## src/rtl/mmfifo_pkg.sv

```systemverilog
package mmfifo_pkg;
  localparam int ADDR_W = 8;
  localparam int BUS_W  = 32;
  localparam int BE_W   = BUS_W / 8;

  localparam logic [ADDR_W-1:0] OFS_DATA  = 8'h3C;
  localparam logic [ADDR_W-1:0] OFS_STAT  = 8'h40;
  localparam logic [ADDR_W-1:0] OFS_CTL   = 8'h44;
  localparam logic [ADDR_W-1:0] OFS_ALARM = 8'h48;
  localparam logic [ADDR_W-1:0] OFS_RPTR  = 8'h4C;
  localparam logic [ADDR_W-1:0] OFS_WPTR  = 8'h50;

  // status bit positions (lsb-0)
  localparam int ST_EMPTY = 16;
  localparam int ST_LO    = 17;
  localparam int ST_HI    = 18;
  localparam int ST_FULL  = 19;
  localparam int ST_OVF   = 20;
  localparam int ST_UDF   = 21;
  localparam int ST_ERR   = 22;

  localparam int CTL_FLUSH = 0;

  typedef enum logic [2:0] {
    SEL_NONE,
    SEL_DATA,
    SEL_STAT,
    SEL_CTL,
    SEL_ALARM,
    SEL_RPTR,
    SEL_WPTR
  } rsel_e;
endpackage

```

## src/rtl/mmfifo_decode.sv

```systemverilog
module mmfifo_decode
  import mmfifo_pkg::*;
(
  input  logic [ADDR_W-1:0] addr,
  input  logic              wr,
  input  logic              rd,
  input  logic [BE_W-1:0]   be,
  input  logic              wbit_err,
  input  logic              wbit_flush,
  output logic              rd_acc,
  output logic              push_req,
  output logic              pop_req,
  output logic              be_evt,
  output logic              clr_err,
  output logic              flush,
  output logic              alarm_we,
  output rsel_e             rsel
);
  logic sel_data;
  logic whole_word;

  always_comb begin
    unique case (addr)
      OFS_DATA:  rsel = SEL_DATA;
      OFS_STAT:  rsel = SEL_STAT;
      OFS_CTL:   rsel = SEL_CTL;
      OFS_ALARM: rsel = SEL_ALARM;
      OFS_RPTR:  rsel = SEL_RPTR;
      OFS_WPTR:  rsel = SEL_WPTR;
      default:   rsel = SEL_NONE;
    endcase
  end

  assign sel_data   = (rsel == SEL_DATA);
  assign whole_word = &be;
  assign rd_acc     = rd & ~wr;

  assign push_req = wr & sel_data & whole_word;
  assign pop_req  = rd_acc & sel_data & whole_word;
  assign be_evt   = (wr | rd_acc) & sel_data & ~whole_word;
  assign clr_err  = wr & (rsel == SEL_STAT) & wbit_err;
  assign flush    = wr & (rsel == SEL_CTL) & wbit_flush;
  assign alarm_we = wr & (rsel == SEL_ALARM);
endmodule

```

## src/rtl/mmfifo_store.sv

```systemverilog
module mmfifo_store #(
  parameter  int DW    = 32,
  parameter  int DEPTH = 64,
  localparam int PW    = $clog2(DEPTH),
  localparam int LW    = PW + 1
) (
  input  logic          clk,
  input  logic          rst_n,
  input  logic          push_req,
  input  logic          pop_req,
  input  logic          flush,
  input  logic [DW-1:0] wdata,
  output logic [DW-1:0] head,
  output logic [PW-1:0] rd_ptr,
  output logic [PW-1:0] wr_ptr,
  output logic [LW-1:0] level,
  output logic          full,
  output logic          empty,
  output logic          ovf_evt,
  output logic          udf_evt
);
  localparam logic [PW-1:0] LAST = PW'(DEPTH - 1);
  localparam logic [LW-1:0] CAP  = LW'(DEPTH);

  logic [DW-1:0] mem [DEPTH];
  logic          do_push;
  logic          do_pop;
  logic [PW-1:0] rd_nxt;
  logic [PW-1:0] wr_nxt;

  // pointer advance: power-of-two depth wraps naturally, others compare
  generate
    if ((DEPTH & (DEPTH - 1)) == 0) begin : g_pow2
      assign rd_nxt = rd_ptr + 1'b1;
      assign wr_nxt = wr_ptr + 1'b1;
    end else begin : g_any
      assign rd_nxt = (rd_ptr == LAST) ? '0 : rd_ptr + 1'b1;
      assign wr_nxt = (wr_ptr == LAST) ? '0 : wr_ptr + 1'b1;
    end
  endgenerate

  assign full    = (level == CAP);
  assign empty   = (level == '0);
  assign do_push = push_req & ~full;
  assign do_pop  = pop_req & ~empty;
  assign ovf_evt = push_req & full;
  assign udf_evt = pop_req & empty;
  assign head    = empty ? '0 : mem[rd_ptr];

  always_ff @(posedge clk or negedge rst_n) begin
    if (!rst_n) begin
      rd_ptr <= '0;
      wr_ptr <= '0;
      level  <= '0;
    end else if (flush) begin
      rd_ptr <= '0;
      wr_ptr <= '0;
      level  <= '0;
    end else begin
      if (do_push) wr_ptr <= wr_nxt;
      if (do_pop)  rd_ptr <= rd_nxt;
      unique case ({do_push, do_pop})
        2'b10:   level <= level + 1'b1;
        2'b01:   level <= level - 1'b1;
        default: level <= level;
      endcase
    end
  end

  always_ff @(posedge clk) begin
    if (do_push) mem[wr_ptr] <= wdata;
  end
endmodule

```

## src/rtl/mmfifo_status.sv

```systemverilog
module mmfifo_status #(
  parameter int LW = 7
) (
  input  logic          clk,
  input  logic          rst_n,
  input  logic          udf_evt,
  input  logic          ovf_evt,
  input  logic          be_evt,
  input  logic          clr_err,
  input  logic          empty,
  input  logic          full,
  input  logic [LW-1:0] level,
  input  logic [LW-1:0] alarm,
  output logic          udf_q,
  output logic          ovf_q,
  output logic          be_q,
  output logic          err,
  output logic          hi,
  output logic          lo
);
  logic udf_clr;
  logic ovf_clr;

  // a fault only clears once its cause has gone away
  assign udf_clr = clr_err & ~empty;
  assign ovf_clr = clr_err & ~full;

  always_ff @(posedge clk or negedge rst_n) begin
    if (!rst_n) begin
      udf_q <= 1'b0;
      ovf_q <= 1'b0;
      be_q  <= 1'b0;
    end else begin
      udf_q <= udf_evt | (udf_q & ~udf_clr);
      ovf_q <= ovf_evt | (ovf_q & ~ovf_clr);
      be_q  <= be_evt  | (be_q  & ~clr_err);
    end
  end

  assign err = udf_q | ovf_q | be_q;
  assign hi  = (level >= alarm);
  assign lo  = (level <= alarm);
endmodule

```

## src/rtl/mmfifo_window.sv

```systemverilog
module mmfifo_window
  import mmfifo_pkg::*;
#(
  parameter int DEPTH = 64
) (
  input  logic              clk,
  input  logic              rst_n,
  input  logic [ADDR_W-1:0] bus_addr,
  input  logic              bus_wr,
  input  logic              bus_rd,
  input  logic [BE_W-1:0]   bus_be,
  input  logic [BUS_W-1:0]  bus_wdata,
  output logic [BUS_W-1:0]  bus_rdata,
  output logic              bus_rvalid
);
  localparam int PW = $clog2(DEPTH);
  localparam int LW = PW + 1;

  logic             rd_acc, push_req, pop_req, be_evt, clr_err, flush, alarm_we;
  rsel_e            rsel;
  logic [BUS_W-1:0] head;
  logic [PW-1:0]    rd_ptr, wr_ptr;
  logic [LW-1:0]    level;
  logic             full, empty, ovf_evt, udf_evt;
  logic             udf_q, ovf_q, be_q, err, hi, lo;
  logic [LW-1:0]    alarm_q;
  logic [BUS_W-1:0] stat_word;
  logic [BUS_W-1:0] rd_mux;
  logic [BUS_W-1:0] rdata_q;
  logic             rvalid_q;

  mmfifo_decode u_decode (
    .addr       (bus_addr),
    .wr         (bus_wr),
    .rd         (bus_rd),
    .be         (bus_be),
    .wbit_err   (bus_wdata[ST_ERR]),
    .wbit_flush (bus_wdata[CTL_FLUSH]),
    .rd_acc     (rd_acc),
    .push_req   (push_req),
    .pop_req    (pop_req),
    .be_evt     (be_evt),
    .clr_err    (clr_err),
    .flush      (flush),
    .alarm_we   (alarm_we),
    .rsel       (rsel)
  );

  mmfifo_store #(.DW(BUS_W), .DEPTH(DEPTH)) u_store (
    .clk      (clk),
    .rst_n    (rst_n),
    .push_req (push_req),
    .pop_req  (pop_req),
    .flush    (flush),
    .wdata    (bus_wdata),
    .head     (head),
    .rd_ptr   (rd_ptr),
    .wr_ptr   (wr_ptr),
    .level    (level),
    .full     (full),
    .empty    (empty),
    .ovf_evt  (ovf_evt),
    .udf_evt  (udf_evt)
  );

  mmfifo_status #(.LW(LW)) u_status (
    .clk     (clk),
    .rst_n   (rst_n),
    .udf_evt (udf_evt),
    .ovf_evt (ovf_evt),
    .be_evt  (be_evt),
    .clr_err (clr_err),
    .empty   (empty),
    .full    (full),
    .level   (level),
    .alarm   (alarm_q),
    .udf_q   (udf_q),
    .ovf_q   (ovf_q),
    .be_q    (be_q),
    .err     (err),
    .hi      (hi),
    .lo      (lo)
  );

  always_ff @(posedge clk or negedge rst_n) begin
    if (!rst_n)        alarm_q <= '0;
    else if (alarm_we) alarm_q <= bus_wdata[LW-1:0];
  end

  always_comb begin
    stat_word           = '0;
    stat_word[ST_EMPTY] = empty;
    stat_word[ST_LO]    = lo;
    stat_word[ST_HI]    = hi;
    stat_word[ST_FULL]  = full;
    stat_word[ST_OVF]   = ovf_q;
    stat_word[ST_UDF]   = udf_q;
    stat_word[ST_ERR]   = err;
  end

  always_comb begin
    unique case (rsel)
      SEL_DATA:  rd_mux = pop_req ? head : '0;
      SEL_STAT:  rd_mux = stat_word;
      SEL_ALARM: rd_mux = {{(BUS_W-LW){1'b0}}, alarm_q};
      SEL_RPTR:  rd_mux = {{(BUS_W-PW){1'b0}}, rd_ptr};
      SEL_WPTR:  rd_mux = {{(BUS_W-PW){1'b0}}, wr_ptr};
      default:   rd_mux = '0;
    endcase
  end

  always_ff @(posedge clk or negedge rst_n) begin
    if (!rst_n) begin
      rdata_q  <= '0;
      rvalid_q <= 1'b0;
    end else begin
      rvalid_q <= rd_acc;
      if (rd_acc) rdata_q <= rd_mux;
    end
  end

  assign bus_rdata  = rdata_q;
  assign bus_rvalid = rvalid_q;
endmodule

```

## config.mk

```make
export PLATFORM = sky130hd
export DESIGN_NAME = mmfifo_window
export DESIGN_NICKNAME = d
export VERILOG_FILES = /design/src/rtl/mmfifo_pkg.sv /design/src/rtl/mmfifo_decode.sv /design/src/rtl/mmfifo_store.sv /design/src/rtl/mmfifo_status.sv /design/src/rtl/mmfifo_window.sv
export SDC_FILE = /design/constraint.sdc
export NUM_CORES = 2
export LEC_CHECK = 0
export BUFFER_PORTS_ARGS = -buffer_cell sky130_fd_sc_hd__buf_4
export CORE_ASPECT_RATIO = 0.6
export CORE_MARGIN = 2
export CORE_UTILIZATION = 55
export CTS_BUF_LIST = sky130_fd_sc_hd__clkbuf_8
export DETAILED_ROUTE_END_ITERATION = 6
export PLACE_DENSITY = 0.82
export SLEW_MARGIN = 5
export SYNTH_ARGS = -nofsm -noshare
export SYNTH_HDL_FRONTEND = slang
export SYNTH_HIERARCHICAL = 1
export SYNTH_SLANG_ARGS = --single-unit
```

## constraint.sdc

```tcl
create_clock -name clk -period 10 [get_ports clk]
set_input_delay 1 -clock clk [delete_from_list [all_inputs] [get_ports clk]]
set_output_delay 1 -clock clk [all_outputs]
set_load 0.02 [all_outputs]
```

==> flow_summary_export.csv <==
group,metric,value,unit
die,die-area,151000,sq um
detailed_routing,drc,0,
synth,synth_area_leaders,"edfxtp_1 (75%), mux4_2 (16%), dfrtp_1 (1.9%), mux2i_1 (0.72%), nand2_1 (0.54%)",
synth,ys_ff_latch,2110,
synth,synth-edff-count,2048,
clock_network,cts_hold_buffers,0,
clock_network,cts-root-buf,"clkbuf_8",
critical_path,crit_required,10560,ps
critical_path,cp_data_arrival_time,5550,ps
sta,min_period,5000,ps
sta,max_slew_margin,8.47,%
die,ios,81,
final_layout,fillers,9418,
sta,final.setup.tns,0,ps
detailed_routing,vias,41700,
global_routing,antenna_found_initial,10,
sta,setup_viol,0,
synth,yosysTopAreaCell,"edfxtp_1",
critical_path,worst_setup_path_end_kind,"flop",
global_routing,grt_pass1_wl,298000,um
final_layout,layout.nets,3937,
global_routing,grt_pass1_vias,40200,
placed_design,detailed_place_hpwl,124000,um
pwr,irDropWorstVdd,0.000163,V
detailed_routing,wl,210000,um
detailed_routing,wl_per_cell,34.7,um
critical_path,start_kind,"primary input",
critical_path,worstSetupPathType,"primary input to flop",
final_layout,final_util,61.3,%
die,die_y,302,um
sta,post-route-period-util,50.0,%
die,die_width,501,um
sta,rsz0062_at_grt,"false",
detailed_routing,dr.pass1.iters,7,
die,core-area,147000,sq um
synth,syn_area_per_cell,22.6,sq um
placed_design,io_buffer_count,80,
min_path,hp-class,"primary input to async pin",
clock_network,post_cts_buffers,0,
outcome,status,"finished, final reports clean",
global_routing,grt.total_usage,28.0,%
critical_path,cp_max_fo,32,
final_layout,syn2layout_area_growth,10.6,%
sta,skew,64.2,ps
synth,synth.distinct_cells,70,
final_layout,layout-drive-gt1-share,29.4,%
pwr,p_leak,27.6,nW
synth,synth_top_cell_area_share,75.4,%
sta,maxSlewViolCount,0,
synth,mappedNetlistArea,81600,sq um
clock_network,clock-sinks,2110,
detailed_routing,viasPerCell,6.91,
clock_network,htree_num_levels,5,
synth,syn_inst,3609,
sta,tightest_slew,1370,ps
synth,async_flop_share,2.94,%
synth,syn-num-nets,3668,
pwr,power_density,181,nW/um^2
placed_design,gp_congestion,0.913,
synth,yosys_warnings,6,
clock_network,clkLatencyLatePin,1010,ps
sta,hold_viol,0,
global_routing,overflow,0,
die,start_util,55.4,%
sta,max_freq,200,MHz
detailed_routing,ant_nets,0,
clock_network,cts-resized-gates,0,
detailed_routing,drtIter0Drc,7582,
global_routing,grt_max_degree,122,
die,rows,109,
clock_network,cts_tree,"yes",
clock_network,cts_inserted_buffers,296,
clock_network,cts_buffer_depth,4,
clock_network,clk_pin_slew_worst_paths,70,ps
synth,ys.flop_type,"edfxtp_1",
flow_run,cap_violations,0,
synth,ys_seq_area_share,77.3,%
-- final cells by class --
class,instances,area [sq um],area share (%)
clock buffers,311,4280,4.74
flip-flops and latches,2110,63100,69.9
diodes,4,10.0,0.0111
inverters,19,73.8,0.0818
multi-input cells,1286,18000,19.9
clock inverters,195,1070,1.18
repair buffers,165,1340,1.48
well taps,1942,2430,2.69
-- path summary, 6_finish.rpt --
check | from | to | slack, ps | cells after the start
min reg2reg | u_status/be_q | u_status/be_q | 500 | 1
max in group asynchronous | rst_n | u_store/rd_ptr[3] | 9070 | 1
min | rst_n | bus_rdata[6] | 150 | 1
min in group clk | bus_rd | u_status/be_q | 400 | 4
max | bus_addr[1] | u_store/mem[54][7] | 5000 | 8
max reg2reg | u_store/rd_ptr[0] | bus_rdata[0] | 5440 | 9
-- placed cells by master, fill, tap and decap left out, types with 6 or more instances in the layout --
| master | instances |
|---|---|
| ha_1 | 11 |
| a21boi_0 | 7 |
| mux4_2 | 577 |
| mux2i_1 | 59 |
| mux2_2 | 10 |
| o2bb2ai_1 | 7 |
| o31ai_1 | 15 |
| nand2b_1 | 7 |
| clkbuf_8 | 311 |
| o22ai_1 | 10 |
| nor3_1 | 10 |
| a22oi_1 | 49 |
| nand2_1 | 117 |
| buf_4 | 157 |
| clkinv_2 | 24 |
| a31oi_1 | 14 |
| xnor2_1 | 6 |
| nor2_1 | 45 |
| buf_12 | 8 |
| nor2b_1 | 18 |
| or3_1 | 6 |
| o21ai_0 | 20 |
| nand4_1 | 9 |
| edfxtp_1 | 2048 |
| clkinvlp_4 | 10 |
| inv_1 | 105 |
| a21oi_1 | 41 |
| nor2_4 | 64 |
| a22o_1 | 20 |
| and2_1 | 10 |
| nand3_1 | 51 |
| a32oi_1 | 20 |
| a211oi_1 | 8 |
| bufinv_16 | 10 |
| o211ai_1 | 13 |
| clkinv_1 | 63 |
| dfrtp_1 | 56 |
-- synth_stat cells, drive strengths merged (6+ instances only) --
master,n
a31oi,14
buf,130
o211ai,13
a22oi,49
o22ai,10
o31ai,17
o2bb2ai,7
mux2i,59
nand3,52
a22o,20
or3,6
and2,11
a21oi,42
a211oi,8
xnor2,6
dfrtp,62
nand2,117
a21boi,7
o221ai,6
mux4,577
nor2,113
inv,17
o21ai,23
ha,11
clkbuf,64
nor2b,18
a32oi,20
nand2b,7
nor3,12
edfxtp,2048
nand4,10
mux2,10
-- stage by stage --
step | std cells | power, mW | instance area, sq um | setup slack [ps] | hold slack [ps]
4_1_cts | 6028 | 16.4 | 90200 | 5240 | 154
2_1_floorplan | 3609 | 9.97 | 81600 | 5350 | 447
6_report | 6032 | 16.3 | 90200 | 5000 | 147
5_1_grt | 6029 | 16.8 | 90200 | 4960 | 218
3_3_place_gp | 5522 | 10.2 | 84900 | 4360 | 458
3_5_place_dp | 5522 | 10.2 | 84900 | 4220 | 482
-- cell families (layout without fill, tap and decap cells) --
kind of cell,after synthesis,after routing,synth area share (%)
DFF,2110,2110,77.3
muxes,646,646,16.8
and+or+nand+nor,369,369,2.13
AOI/OAI and AO/OA,250,250,2.18
buffers and inverters,213,690,1.29
adders and majority gates,11,11,0.169
xor gates and xnor gates,10,10,0.107
other,0,4,0
-- routing by layer --
layer  global-route usage, %  wire length [um]
met4                    9.60              7020
met5                       0                58
met1                    42.2             77300
met3                    9.11             33900
met2                    38.9             91300
-- registers in the layout, summed over array words and instances, names as in the netlist --
register	count
u_status/udf_q	1
alarm_q	7
u_status/ovf_q	1
bus_rvalid	1
u_status/be_q	1
u_store/level	7
u_store/mem	2048
bus_rdata	32
u_store/rd_ptr	6
u_store/wr_ptr	6
-- worst max-delay path, stage by stage --
cell     delay, ps
buf_4          130
nor4b_4        340
nand4_2        180
nor3_1         760
inv_1          210
a31oi_1        730
nand3_1        850
nor2_4        1320
-- power by group --
| group | internal, mW | switching [mW] | total, mW |
|---|---|---|---|
| logic | 0.0615 | 0.266 | 0.327 |
| clock network | 3.13 | 3.15 | 6.28 |
| registers | 9.69 | 0.00875 | 9.70 |
| total | 12.9 | 3.42 | 16.3 |
(Power assumes the default switching activity.)
